## config.mk

```make
export PLATFORM = sky130hd
export DESIGN_NAME = twi_bus_owner_monitor
export DESIGN_NICKNAME = d
export VERILOG_FILES = /design/src/rtl/twi_mon_pkg.sv /design/src/rtl/twi_line_sync.sv /design/src/rtl/twi_cond_detect.sv /design/src/rtl/twi_occupancy.sv /design/src/rtl/twi_irq_gen.sv /design/src/rtl/twi_bus_owner_monitor.sv
export SDC_FILE = /design/constraint.sdc
export NUM_CORES = 1
export LEC_CHECK = 0
export BUFFER_PORTS_ARGS = -buffer_cell sky130_fd_sc_hd__buf_2
export CAP_MARGIN = 40
export CORE_AREA = 2 2 39 41
export DETAILED_ROUTE_END_ITERATION = 8
export DIE_AREA = 0 0 41 43
export MAX_ROUTING_LAYER = met4
export PLACE_DENSITY = 0.53
export REMOVE_ABC_BUFFERS = 1
export SLEW_MARGIN = 10
export SYNTH_ARGS = -nofsm -noshare
export SYNTH_HDL_FRONTEND = slang
export SYNTH_SLANG_ARGS = --single-unit
```

## constraint.sdc

```tcl
create_clock -name clk_i -period 1.05 [get_ports clk_i]
set_clock_uncertainty 0.1 [all_clocks]
set_input_delay 0.0525 -clock clk_i [delete_from_list [all_inputs] [get_ports clk_i]]
set_output_delay 0.0525 -clock clk_i [all_outputs]
set_load 0.03 [all_outputs]
```

## src/rtl/twi_mon_pkg.sv

```systemverilog
package twi_mon_pkg;

  typedef enum logic [1:0] {
    COND_NONE  = 2'd0,
    COND_START = 2'd1,
    COND_STOP  = 2'd2
  } twi_cond_e;

  localparam int unsigned LINE_COUNT = 2;
  localparam int unsigned LINE_SCL   = 1;
  localparam int unsigned LINE_SDA   = 0;

endpackage

```

## src/rtl/twi_line_sync.sv

```systemverilog
module twi_line_sync #(
  parameter int unsigned STAGES = 2,
  parameter int unsigned WIDTH  = 2
) (
  input  logic             clk_i,
  input  logic             rst_ni,
  input  logic [WIDTH-1:0] raw_i,
  output logic [WIDTH-1:0] sync_o
);

  localparam int unsigned LAST = STAGES - 1;

  logic [WIDTH-1:0] chain_q [STAGES];

  // bus lines idle high, so the chain resets to ones
  generate
    for (genvar s = 0; s < STAGES; s++) begin : g_stage
      if (s == 0) begin : g_first
        always_ff @(posedge clk_i or negedge rst_ni) begin
          if (!rst_ni) chain_q[s] <= '1;
          else         chain_q[s] <= raw_i;
        end
      end else begin : g_next
        always_ff @(posedge clk_i or negedge rst_ni) begin
          if (!rst_ni) chain_q[s] <= '1;
          else         chain_q[s] <= chain_q[s-1];
        end
      end
    end
  endgenerate

  assign sync_o = chain_q[LAST];

endmodule

```

## src/rtl/twi_cond_detect.sv

```systemverilog
module twi_cond_detect
  import twi_mon_pkg::*;
(
  input  logic      clk_i,
  input  logic      rst_ni,
  input  logic      scl_s_i,
  input  logic      sda_s_i,
  output twi_cond_e cond_o
);

  logic scl_prev_q;
  logic sda_prev_q;

  always_ff @(posedge clk_i or negedge rst_ni) begin
    if (!rst_ni) begin
      scl_prev_q <= 1'b1;
      sda_prev_q <= 1'b1;
    end else begin
      scl_prev_q <= scl_s_i;
      sda_prev_q <= sda_s_i;
    end
  end

  logic clock_high;
  assign clock_high = scl_s_i & scl_prev_q;

  always_comb begin
    cond_o = COND_NONE;
    if (clock_high) begin
      if (sda_prev_q && !sda_s_i)      cond_o = COND_START;
      else if (!sda_prev_q && sda_s_i) cond_o = COND_STOP;
    end
  end

endmodule

```

## src/rtl/twi_occupancy.sv

```systemverilog
module twi_occupancy
  import twi_mon_pkg::*;
(
  input  logic      clk_i,
  input  logic      rst_ni,
  input  logic      enable_i,
  input  twi_cond_e cond_i,
  output logic      start_seen_o,
  output logic      stop_seen_o
);

  always_ff @(posedge clk_i or negedge rst_ni) begin
    if (!rst_ni) begin
      start_seen_o <= 1'b0;
      stop_seen_o  <= 1'b0;
    end else if (!enable_i) begin
      start_seen_o <= 1'b0;
      stop_seen_o  <= 1'b0;
    end else begin
      unique case (cond_i)
        COND_START: begin
          start_seen_o <= 1'b1;
          stop_seen_o  <= 1'b0;
        end
        COND_STOP: begin
          start_seen_o <= 1'b0;
          stop_seen_o  <= 1'b1;
        end
        default: ;
      endcase
    end
  end

endmodule

```

## src/rtl/twi_irq_gen.sv

```systemverilog
module twi_irq_gen
  import twi_mon_pkg::*;
(
  input  logic      clk_i,
  input  logic      rst_ni,
  input  logic      enable_i,
  input  logic      irq_en_i,
  input  logic      irq_clr_i,
  input  twi_cond_e cond_i,
  output logic      irq_pulse_o,
  output logic      irq_flag_o
);

  logic raise;
  assign raise = enable_i & irq_en_i & (cond_i != COND_NONE);

  always_ff @(posedge clk_i or negedge rst_ni) begin
    if (!rst_ni) begin
      irq_pulse_o <= 1'b0;
      irq_flag_o  <= 1'b0;
    end else begin
      irq_pulse_o <= raise;
      if (raise)          irq_flag_o <= 1'b1;
      else if (irq_clr_i) irq_flag_o <= 1'b0;
    end
  end

endmodule

```

## src/rtl/twi_bus_owner_monitor.sv

```systemverilog
module twi_bus_owner_monitor
  import twi_mon_pkg::*;
#(
  parameter int unsigned SYNC_STAGES = 2
) (
  input  logic clk_i,
  input  logic rst_ni,
  input  logic mon_en_i,
  input  logic scl_i,
  input  logic sda_i,
  input  logic evt_irq_en_i,
  input  logic irq_clr_i,
  output logic start_seen_o,
  output logic stop_seen_o,
  output logic bus_free_o,
  output logic irq_pulse_o,
  output logic irq_flag_o
);

  logic [LINE_COUNT-1:0] lines_raw;
  logic [LINE_COUNT-1:0] lines_sync;
  twi_cond_e             cond;

  assign lines_raw[LINE_SCL] = scl_i;
  assign lines_raw[LINE_SDA] = sda_i;

  twi_line_sync #(
    .STAGES (SYNC_STAGES),
    .WIDTH  (LINE_COUNT)
  ) u_sync (
    .clk_i  (clk_i),
    .rst_ni (rst_ni),
    .raw_i  (lines_raw),
    .sync_o (lines_sync)
  );

  twi_cond_detect u_detect (
    .clk_i   (clk_i),
    .rst_ni  (rst_ni),
    .scl_s_i (lines_sync[LINE_SCL]),
    .sda_s_i (lines_sync[LINE_SDA]),
    .cond_o  (cond)
  );

  twi_occupancy u_occ (
    .clk_i        (clk_i),
    .rst_ni       (rst_ni),
    .enable_i     (mon_en_i),
    .cond_i       (cond),
    .start_seen_o (start_seen_o),
    .stop_seen_o  (stop_seen_o)
  );

  twi_irq_gen u_irq (
    .clk_i       (clk_i),
    .rst_ni      (rst_ni),
    .enable_i    (mon_en_i),
    .irq_en_i    (evt_irq_en_i),
    .irq_clr_i   (irq_clr_i),
    .cond_i      (cond),
    .irq_pulse_o (irq_pulse_o),
    .irq_flag_o  (irq_flag_o)
  );

  // busy only while a Start is recorded without a later Stop
  assign bus_free_o = stop_seen_o | ~start_seen_o;

endmodule

```

# Yosys cells after proc, flatten, opt, wreduce, memory -nomap -nowiden
# Cells that the tools add are included.
[totals]
input_bits = 7
out_inout_bits = 5
word_cells = 31
reg_bits = 10
[classes]
bitwise = 5
muxes = 9
eq_ne = 3
n_reduce_logical = 6
[op_table]
columns = ["cell", "count"]
rows = [
  ["2-bit 2-to-1 mux", 3],
  ["1-bit 2-to-1 mux", 4],
  ["1-bit case mux with 2 select lines", 2],
  ["2-bit nonzero test", 2],
  ["1-bit bitwise AND", 3],
  ["3-bit by 1-bit inequality test with 1-bit output (second input constant)", 1],
  ["2-bit by 1-bit equality test with 1-bit output (second input constant)", 1],
  ["2-bit equality test (second input constant)", 1],
  ["1-bit logical AND", 2],
  ["1-bit zero test", 2],
  ["1-bit inverter", 1],
  ["1-bit bitwise OR", 1],
]

# Longest topological paths before layout
# Gate-level depths: netlist of the first run.
[logic_depth]
ltp_word = 8
ltp_mapped = 2
ltp_nobuf = 2

# By module
# From an unflattened synthesis of the first run, not the netlist that was laid out.
[unflattened]
cells_unflattened = 25
hier_area_um2 = 361.6
[by_module_without_submodules]
columns = ["mod", "area_each_um2", "n_inst", "cells_per_inst"]
rows = [
  ["twi_line_sync", 120.1, 1, 6],
  ["twi_occupancy", 91.3, 1, 9],
  ["twi_cond_detect", 72.6, 1, 4],
  ["twi_irq_gen", 71.3, 1, 5],
  ["twi_bus_owner_monitor", 6.3, 1, 1],
]

# Least setup slack after synthesis of the first run
# No wires, ideal clock.
[synth_timing]
kind = "reg-to-reg"
from = "reg u_occ.stop_seen_o (netlist name)"
to = "reg u_occ.stop_seen_o"
setup_slack_ns = -0.059
path_buffers = 0
arrival_ns = 0.925
required_ns = 0.866
stages_incl_launch_ff = 3
setup_ns = 0.084
cell_sequence = "dfrtp_1 > a21bo_2 > a41oi_2"
[synth_lines]
columns = ["element", "line_no", "source"]
rows = [
  ["end signal: assignment", "twi_occupancy.sv:15", "stop_seen_o <= 1'b0;"],
  ["end signal: assignment", "twi_occupancy.sv:18", "stop_seen_o <= 1'b0;"],
  ["end signal: assignment", "twi_occupancy.sv:23", "stop_seen_o <= 1'b0;"],
  ["end: declaration", "twi_occupancy.sv:9", "output logic stop_seen_o"],
]

# Final worst setup path of the first run
[layout_timing]
from = "reg u_detect.sda_prev_q"
to = "reg u_occ.start_seen_o"
[layout_via]
elab_chain_cells = 8
elab_cells_between_ends = 11
cone_classes = "eq/ne (3); mux (5); reduce/logical (3)"
[layout_lines]
columns = ["element", "line_no", "source"]
rows = [
  ["start: declaration", "twi_cond_detect.sv:12", "logic sda_prev_q;"],
  ["start signal: assignment", "twi_cond_detect.sv:20", "sda_prev_q <= sda_s_i;"],
  ["1-bit zero test", "twi_cond_detect.sv:31", "else if (!sda_prev_q && sda_s_i) cond_o = COND_STOP;"],
  ["1-bit logical AND", "twi_cond_detect.sv:31", ""],
  ["2-bit 2-to-1 mux", "twi_cond_detect.sv:31", ""],
  ["2-bit 2-to-1 mux *", "twi_cond_detect.sv:30", "if (sda_prev_q && !sda_s_i) cond_o = COND_START;"],
  ["2-bit 2-to-1 mux *", "twi_cond_detect.sv:29", "if (clock_high) begin"],
  ["2-bit equality test / 2-bit by 1-bit equality test with 1-bit output (equally long branches)", "twi_occupancy.sv:20", "unique case (cond_i)"],
  ["1-bit case mux with 2 select lines", "twi_occupancy.sv:20", ""],
  ["1-bit 2-to-1 mux", "twi_occupancy.sv:16", "end else if (!enable_i) begin"],
  ["end signal: assignment", "twi_occupancy.sv:14", "start_seen_o <= 1'b0;"],
  ["end signal: assignment", "twi_occupancy.sv:17", "start_seen_o <= 1'b0;"],
  ["end signal: assignment", "twi_occupancy.sv:22", "start_seen_o <= 1'b1;"],
  ["end: declaration", "twi_occupancy.sv:8", "output logic start_seen_o,"],
]
# Mark *: on every way between the ends. The rest lies on a longest branch, timed or not.
# A chain may end at the register's enable or synchronous reset.

==> run metrics, run 1 <==
leakage=0.2710 nW; routability congestion estimate=0.7152; Buffers on Ports=11; crit-path cells=a31oi_1, o32ai_2; routed wire length=710 um; top achievable clock speed=0.9223 GHz; Layout Utilization=43.40%; # DRC=0; Die H=43 um; top-count cell post-synth=dfstp_2; Total GRT Usage=11.68%; top cells by area, synth=dfstp_2, dfrtp_1, a41oi_2; Slew HR=85.29%; register area share after synthesis=68.21%; first-pass GRT wire length=1276 um; max-slew violation count=0; Data required, critical path=1.11 ns; Setup CP Type=reg -> reg; asr flop ratio synth=100.0%; die area=1763 sq um; # rows=14; H-tree level count=1; average routed wire per standard cell=10.76 um; post-synth cell types=16; gr ovfl total=0; failing checks=setup timing; flip-flop and latch area=259.0 sq um; Netlist Area Pre-Place=377.9 sq um; Nets=58; synth warn=0; Fill cells=140; Pre-Repair DR Iteration Count=2; area leader, netlist=dfstp_2; crit path time final=1.084 ns; Detail Route Antenna Nets=0; vias post-DR=287; layout cells sized above 1=60.00%; final setup fails=3; Final Hold Viols=0; area grow syn2layout=58.94%; Max FO, Critical Path=5; ys flop type=dfstp_2; Synth Instances=26; CTS Buffer Depth=2; Worst setup EP type=register; Worst path max stage delay=0.58 ns; Power Dens Cells=1500 nW/um^2; pin count of the biggest net entering global routing=11; slowest cell on the critical path=dfstp_2; top cells by count, synth=dfstp_2, dfrtp_1, inv_1, nand2_1; Starting Density=27.31%; Clk Latency, worst-skew pair=0.25 ns; multi-input logic area=127.6 sq um; pre-CTS setup slack=-0.02337 ns; Top Family by Delay on Critical Path=flip-flops; setup_tns=-0.1012 ns; routed vias/inst=4.348; worst setup margin=-0.03430 ns; antenna violations before repair=0; Critical Path Source Type=register; Die W=41 um; max_cap viols=0; Final period util=103.3%; number of synthesized flops with an enable pin=0; Synth top area share=41.72%; drt first-iter violations=3; syn_area_per_cell=14.53 sq um; CTS Buf Count=3; Top-Level Pins=12; worst min path class=in -> async; WP buf/inv=0; CORE AREA=1384 sq um; CTS clk-pin slew, worst paths=0.06 ns; CTS root buffer=clkbuf_4; final std cell area, no fill=600.6 sq um; Seq cells post-synth=10; status=complete, but fails checks; unrepaired setup endpoints after global routing=true; CTS tree=yes; Crit path arrival time=1.14 ns; dpl cell area=452.9 sq um; Sinks on Clock Net=10; final total power=0.0009008 W; Slew @ Worst Pin=0.2207 ns; vias in the first global route=314; number of diodes=0; Max VDD drop=626.5 uV
logic make-up after synthesis:
| family | Yosys count | share of synthesized area [%] |
|---|---|---|
| AO/OA/AOI/OAI | 5 | 14.57 |
| XOR/XNOR | 1 | 2.318 |
| buffers and inverters | 2 | 1.987 |
| flip-flops | 10 | 68.21 |
| AND/OR/NAND/NOR | 8 | 12.92 |
path summary, 6_finish.rpt:
kind	startpoint	end	slack, ns	cells after the start
min	rst_ni	u_occ.stop_seen_o$_DFFE_PN0P_	0.08	2
max in group asynchronous	rst_ni	u_sync.sync_o[0]$_DFF_PN1_	0.52	2
max reg2reg	u_detect.sda_prev_q$_DFF_PN1_	u_occ.start_seen_o$_DFFE_PN0P_	-0.03	2
min in group clk_i	u_sync.chain_q[3]$_DFF_PN1_	u_sync.sync_o[1]$_DFF_PN1_	0.26	0
max	u_detect.sda_prev_q$_DFF_PN1_	u_occ.start_seen_o$_DFFE_PN0P_	-0.03	2
min reg2reg	u_sync.chain_q[3]$_DFF_PN1_	u_sync.sync_o[1]$_DFF_PN1_	0.26	0
per-layer routing:
metal / up-vias / GRT usage [%] / part of all wire (%)
met5: - / - / 0
met4: 0 / 6.000 / 0
li1: 142 / - / -
met2: 9 / 18.44 / 56
met1: 136 / 11.74 / 38
met3: 0 / 4.712 / 5.8
metrics by stage:
| stage | cells | hold WS, ns |
|---|---|---|
| floorplan | 26 | -0.3431 |
| global placement | 53 | -0.1824 |
| detailed placement | 53 | -0.1793 |
| CTS | 66 | 0.06912 |
| global route | 66 | 0.08878 |
| finish | 66 | 0.07694 |
sequential cells by signal (all words and copies together), names as in the netlist:
| register | cells |
|---|---|
| u_occ.start_seen_o | 1 |
| u_detect.sda_prev_q | 1 |
| u_sync.sync_o | 2 |
| u_irq.irq_flag_o | 1 |
| u_occ.stop_seen_o | 1 |
| u_detect.scl_prev_q | 1 |
| u_sync.chain_q | 2 |
| u_irq.irq_pulse_o | 1 |
power breakdown:
| part | switching (W) | total (W) | internal (W) |
|---|---|---|---|
| clock | 0.000120 | 0.000330 | 0.000210 |
| combinational | 0.0000599 | 0.000133 | 0.0000728 |
| sequential | 0.0000220 | 0.000438 | 0.000416 |
timing repair:
action	CTS	global route
hold buffers	6	0
gates cloned	0	0
pin swaps	2	1
gates resized for setup	4	4
endpoints found under the hold margin	16	0
setup buffers	3	0
endpoints found under the setup margin	4	7
cell usage in the layout, fill, tap and decap left out, types with 2 or more instances in the layout:
master,n
buf_6,2
dfstp_2,6
inv_1,2
clkbuf_4,3
dfrtp_1,3
dlygate4sd3_1,6
nand2_1,2
buf_2,9
buf_4,3
layout make-up:
class | instances | share of cell area [%]
clock buffers | 4 | 6.042
inverters | 2 | 1.250
multi-input cells | 14 | 21.25
flip-flops and latches | 10 | 43.12
well taps | 16 | 3.333
repair buffers | 20 | 25.00
No activity file was read; power rests on OpenSTA's default activity.
==> run 2: changes to the inputs <==
--- a/config.mk
+++ b/config.mk
@@ -8,6 +8,7 @@
 export BUFFER_PORTS_ARGS = -buffer_cell sky130_fd_sc_hd__buf_2
 export CAP_MARGIN = 40
 export CORE_AREA = 2 2 39 41
+export CTS_BUF_LIST = sky130_fd_sc_hd__clkbuf_16
 export DETAILED_ROUTE_END_ITERATION = 8
 export DIE_AREA = 0 0 41 43
 export MAX_ROUTING_LAYER = met4
==> run 2 against run 1 <==
The run still ends with setup timing left. Clock power increased by 100%. Count of clock-buffer cells in the layout decreased by 1. Maximum frequency fell by 4.4%. Combinational power increased by 7%. Largest cell class unchanged.
==> run metrics, run 2 (synthesis gave the netlist of run 1 again) <==
status=complete, but fails checks (unchanged); failing checks=setup timing (unchanged); Pre-Repair DR Iteration Count=1 (was 2); CTS clk-pin slew, worst paths=0.04 ns (was 0.06 ns); Final Hold Viols=0 (unchanged); layout cells sized above 1=63.27% (was 60.00%); # DRC=0 (unchanged); CTS Buffer Depth=2 (unchanged); Data required, critical path=1.04 ns (was 1.11 ns); Reg2Reg Depth=2 (unchanged); dpl cell area=452.9 sq um (unchanged); average routed wire per standard cell=12.60 um (was 10.76 um); area grow syn2layout=71.52% (was 58.94%); gr ovfl total=0 (unchanged); Critical Path Source Type=register (unchanged); WP buf/inv=0 (unchanged); pin count of the biggest net entering global routing=11 (unchanged); top achievable clock speed=0.8818 GHz (was 0.9223 GHz); Setup CP Type=reg -> reg (unchanged); routed wire length=819 um (was 710 um); CTS root buffer=clkbuf_16 (was clkbuf_4); Buffers on Ports=11 (unchanged); R2R Setup Slk=-0.08 ns (was -0.03 ns); die area=1763 sq um (unchanged); drt first-iter violations=0 (was 3); # rows=14 (unchanged); most common cell after layout, fill and taps aside=buf_2 (unchanged); final total power=0.001247 W (was 0.0009008 W); max-slew violation count=0 (unchanged); max_cap viols=0 (unchanged); Sinks on Clock Net=10 (unchanged); number of diodes=0 (unchanged); Max VDD drop=760.5 uV (was 626.5 uV); CTS Buf Count=3 (unchanged); Top-Level Pins=12 (unchanged); Crit path arrival time=1.13 ns (was 1.14 ns); Final period util=108.0% (was 103.3%); final setup fails=5 (was 3); Max FO, Critical Path=5 (unchanged); Die H=43 um (unchanged); most frequent cells in the layout=buf_2, dfstp_2, dlygate4sd3_1, buf_4 (was buf_2, dlygate4sd3_1, dfstp_2); unrepaired setup endpoints after global routing=true (unchanged); antenna violations before repair=0 (unchanged); Die W=41 um (unchanged); crit-path cells=nand4b_1, a41oi_2 (was a31oi_1, o32ai_2); Worst Setup EP=u_occ.stop_seen_o$_DFFE_PN0P_ (was u_occ.start_seen_o$_DFFE_PN0P_); worst setup margin=-0.08409 ns (was -0.03430 ns); H-tree level count=1 (unchanged); Slew HR=85.51% (was 85.29%); vias in the first global route=313 (was 314); Starting Density=27.31% (unchanged); routed vias/inst=4.400 (was 4.348); Fill cells=131 (was 140); Crit Reg-Reg Endpoint=u_occ.stop_seen_o$_DFFE_PN0P_ (was u_occ.start_seen_o$_DFFE_PN0P_); Power Dens Cells=1924 nW/um^2 (was 1500 nW/um^2); final std cell area, no fill=648.1 sq um (was 600.6 sq um); vias post-DR=286 (was 287); total stage count of the critical path=2 (unchanged); Detail Route Antenna Nets=0 (unchanged); routability congestion estimate=0.7152 (unchanged); CORE AREA=1384 sq um (unchanged); Nets=57 (was 58); crit path time final=1.134 ns (was 1.084 ns); pre-CTS setup slack=-0.02337 ns (unchanged); first-pass GRT wire length=1442 um (was 1276 um); CTS tree=yes (unchanged); leakage=0.2876 nW (was 0.2710 nW); Clk Latency, worst-skew pair=0.23 ns (was 0.25 ns); CP startpoint=u_detect.sda_prev_q$_DFF_PN1_ (unchanged); worst r2r src=u_detect.sda_prev_q$_DFF_PN1_ (unchanged); Total GRT Usage=13.56% (was 11.68%); Slew @ Worst Pin=0.2173 ns (was 0.2207 ns); Worst path max stage delay=0.60 ns (was 0.58 ns); Worst setup EP type=register (unchanged); slowest cell on the critical path=dfstp_2 (unchanged); worst min path class=in -> reg (was in -> async); Top Family by Delay on Critical Path=flip-flops (unchanged)
==> run 2: worst min-delay path, cell delays in order <==
cell and delay, ns:
buf_2 0.10, nand4_1 0.11, nor2_1 0.05
==> run 2: worst min-delay path by stage <==
stage | from | cells past startpoint | to | slack, ns
2_1_floorplan | rst_ni | 0 | u_irq.irq_flag_o$_DFFE_PN0P_ | -0.34
3_3_place_gp | rst_ni | 1 | u_occ.stop_seen_o$_DFFE_PN0P_ | -0.18
3_5_place_dp | rst_ni | 1 | u_irq.irq_flag_o$_DFFE_PN0P_ | -0.18
4_1_cts | mon_en_i | 3 | u_occ.start_seen_o$_DFFE_PN0P_ | 0.01
5_1_grt | mon_en_i | 3 | u_occ.start_seen_o$_DFFE_PN0P_ | 0.04
6_report | evt_irq_en_i | 3 | u_irq.irq_pulse_o$_DFF_PN0_ | 0.009
==> run 2: through the flow <==
stage / util, % / std cells / hold WS, ns / setup TNS (ns)
after floorplan: - / 26 / -0.3431 / -0.05898
after global placement: 32.73 / 53 / -0.1824 / -0.02728
after detailed placement: 32.73 / 53 / -0.1793 / -0.04041
after CTS: 44.94 / 65 / 0.01399 / -0.02246
after global routing: 46.84 / 65 / 0.03522 / -0.3857
final: 46.84 / 65 / 0.008798 / -0.1571
==> run 2: timing repair <==
action                                 4_1_cts  5_1_grt
hold buffers                                 4        0
gates cloned                                 0        0
endpoints found under the hold margin       13        0
setup buffers                                4        0
pin swaps                                    2        4
setup endpoints to repair                    4        7
gates resized for setup                      5        5
==> run 2: cell type report <==
| class | count | area, sq um | share of cell area (%) |
|---|---|---|---|
| multi-input cells | 14 | 142.6 | 22.01 |
| clock inverters | 1 | 3.754 | 0.5792 |
| clock buffers | 3 | 75.07 | 11.58 |
| inverters | 2 | 7.507 | 1.158 |
| flip-flops and latches | 10 | 259.0 | 39.96 |
| well taps | 16 | 20.02 | 3.089 |
| repair buffers | 19 | 140.1 | 21.62 |
==> run 2: report_power, final <==
group	switching, W	leakage (nW)	total (W)	internal, W
combinational	0.0000629	0.133	0.000142	0.0000789
sequential	0.0000268	0.116	0.000445	0.000419
clock	0.000162	0.0385	0.000660	0.000497
==> run 2: per-layer routing <==
metal	vias to the layer above	wire length [um]	track usage, %
met5	-	0	-
met4	0	16	10.00
met3	2	54	3.141
met2	11	445	21.25
met1	134	303	13.76
li1	139	-	-
==> run 3: changes to the inputs <==
--- a/config.mk
+++ b/config.mk
@@ -5,6 +5,7 @@
 export SDC_FILE = /design/constraint.sdc
 export NUM_CORES = 1
 export LEC_CHECK = 0
+export ABC_CLOCK_PERIOD_IN_PS = 1050
 export BUFFER_PORTS_ARGS = -buffer_cell sky130_fd_sc_hd__buf_2
 export CAP_MARGIN = 40
 export CORE_AREA = 2 2 39 41
==> constraint.sdc (replaced) <==
create_clock -name clk_i -period 1.05 [get_ports clk_i]
set_clock_uncertainty 0.1 [all_clocks]
set_input_delay 0.1575 -clock clk_i [delete_from_list [all_inputs] [get_ports clk_i]]
set_output_delay 0.1575 -clock clk_i [all_outputs]
set_load 0.03 [all_outputs]
==> run 3 against run 2 <==
Flip-flop and latch count is the same. The run still ends with setup timing left. Critical endpoint is now bus_free_o. Worst setup slack got worse by 0.019 ns. Highest routed layer unchanged. Cell count decreased by 1.5%.
==> run metrics, run 3 (synthesis gave the netlist of run 1 again) <==
unrepaired setup endpoints after global routing=true (unchanged); first-pass GRT wire length=1373 um (was 1442 um); CTS Buf Count=3 (unchanged); CORE AREA=1384 sq um (unchanged); Hold EP=u_irq.irq_flag_o$_DFFE_PN0P_ (was u_irq.irq_pulse_o$_DFF_PN0_); routed wire length=795 um (was 819 um); Critical Path Source Type=register (unchanged); met3 Use GR=3.141% (unchanged); Worst Hold Depth=2 (was 3); Final Hold Viols=0 (unchanged); CTS root buffer=clkbuf_16 (unchanged); max_cap viols=0 (unchanged); R2R Setup Slk=-0.08 ns (about the same); pin count of the biggest net entering global routing=11 (unchanged); Clk Latency, worst-skew pair=0.23 ns (about the same); CTS tree=yes (unchanged); final total power=0.001242 W (was 0.001247 W); pre-CTS setup slack=-0.02337 ns (unchanged); Layout Utilization=45.75% (was 46.84%); top achievable clock speed=0.8669 GHz (was 0.8818 GHz); Crit path arrival time=0.90 ns (was 1.13 ns); Nets=56 (was 57); final hold slack=0.01863 ns (was 0.008798 ns); Crit Reg-Reg Endpoint=u_occ.stop_seen_o$_DFFE_PN0P_ (unchanged); die area=1763 sq um (unchanged); GR Util met2=19.06% (was 21.25%); Worst setup EP type=output port (was register); Finished Layout Cells=64 (was 65); Max FO, Critical Path=3 (was 5); drt first-iter violations=0 (unchanged); routability congestion estimate=0.7152 (unchanged); CTS Buffer Depth=2 (unchanged); H-tree level count=1 (unchanged); Setup CP Type=reg -> out (was reg -> reg); Buffers on Ports=11 (unchanged); Sinks on Clock Net=10 (unchanged); most frequent cells in the layout=buf_2, buf_4, dfstp_2 (was buf_2, dfstp_2, dlygate4sd3_1, buf_4); placed insts=53 (unchanged); routed vias/inst=4.438 (was 4.400); antenna violations before repair=0 (unchanged); # DRC=0 (unchanged); Data required, critical path=0.79 ns (was 1.04 ns); failing checks=setup timing (unchanged); Final period util=109.9% (was 108.0%); crit path time final=1.154 ns (was 1.134 ns); Max VDD drop=734.0 uV (was 760.5 uV); status=complete, but fails checks (unchanged); average routed wire per standard cell=12.42 um (was 12.60 um); vias in the first global route=304 (was 313); Worst Min Path Start=irq_clr_i (was evt_irq_en_i); grt peak-use layer=met2 (unchanged); leakage=0.2846 nW (was 0.2876 nW); Detail Route Antenna Nets=0 (unchanged); number of diodes=0 (unchanged); Pre-Repair DR Iteration Count=1 (unchanged); Total GRT Usage=12.83% (was 13.56%); vias post-DR=284 (was 286); final setup fails=6 (was 5); Die H=43 um (unchanged); max-slew violation count=0 (unchanged); most common cell after layout, fill and taps aside=buf_2 (unchanged); met1 usage=13.76% (unchanged); layout cells sized above 1=62.50% (was 63.27%); area grow syn2layout=67.55% (was 71.52%); Starting Density=27.31% (unchanged); worst setup margin=-0.1035 ns (was -0.08409 ns); Reg2Reg Depth=2 (unchanged); worst min path class=in -> reg (unchanged); CTS clk-pin slew, worst paths=0.04 ns (about the same); Power Dens Cells=1961 nW/um^2 (was 1924 nW/um^2); worst r2r src=u_detect.sda_prev_q$_DFF_PN1_ (unchanged); Slew @ Worst Pin=0.2277 ns (was 0.2173 ns); gr ovfl total=0 (unchanged); Top-Level Pins=12 (unchanged); # rows=14 (unchanged); Slew HR=84.82% (was 85.51%); Die W=41 um (unchanged)
## run 3: where the power goes
part,switching (W),internal [W]
Combinational,0.0000627,0.0000713
Sequential,0.0000240,0.000418
Clock,0.000168,0.000498
## run 3: timing repair
item,CTS,global route
gates resized for setup,5,4
pin swaps,2,5
endpoints found under the setup margin,6,8
buffers inserted,4,0
cloned,0,0
hold endpoints to repair,12,0
hold buffers,3,0
## run 3: per-stage QoR
stage                     setup TNS [ns]  instance area [sq um]
after floorplan                  -0.1168                  377.9
after global placement          -0.02728                  452.9
after detailed placement        -0.04041                  452.9
after CTS                        -0.2123                  615.6
after global routing             -0.5414                  633.1
final                            -0.2868                  633.1
## run 3: worst max-delay path by stage
| stage | startpoint | end | slack [ns] |
|---|---|---|---|
| 3_5_place_dp | u_sync.sync_o[0]$_DFF_PN1_ | u_occ.stop_seen_o$_DFFE_PN0P_ | -0.02 |
| 6_report | u_occ.stop_seen_o$_DFFE_PN0P_ | bus_free_o | -0.10 |
| 4_1_cts | u_occ.stop_seen_o$_DFFE_PN0P_ | bus_free_o | -0.11 |
| 2_1_floorplan | u_occ.stop_seen_o$_DFFE_PN0P_ | u_occ.stop_seen_o$_DFFE_PN0P_ | -0.06 |
| 5_1_grt | u_occ.stop_seen_o$_DFFE_PN0P_ | bus_free_o | -0.13 |
| 3_3_place_gp | u_sync.sync_o[0]$_DFF_PN1_ | u_occ.stop_seen_o$_DFFE_PN0P_ | -0.03 |
## run 3: area by class of cell
class / count / area, sq um
fillers: 133 / 750.7
repair buffers: 18 / 126.4
inverters: 2 / 7.507
clock inverters: 1 / 3.754
flip-flops and latches: 10 / 257.7
clock buffers: 3 / 75.07
multi-input cells: 14 / 142.6
well taps: 16 / 20.02
## run 3: critical path, cell delays in order, from the launching register on
cell and delay [ns]:
dfrtp_1 0.39, nand2b_4 0.14, buf_6 0.13
## run 3: metal layers
metal | part of all wire (%) | vias up
met5 | 0 | -
li1 | - | 136
met2 | 52 | 11
met4 | 2.0 | 0
met3 | 6.3 | 2
met1 | 39 | 135
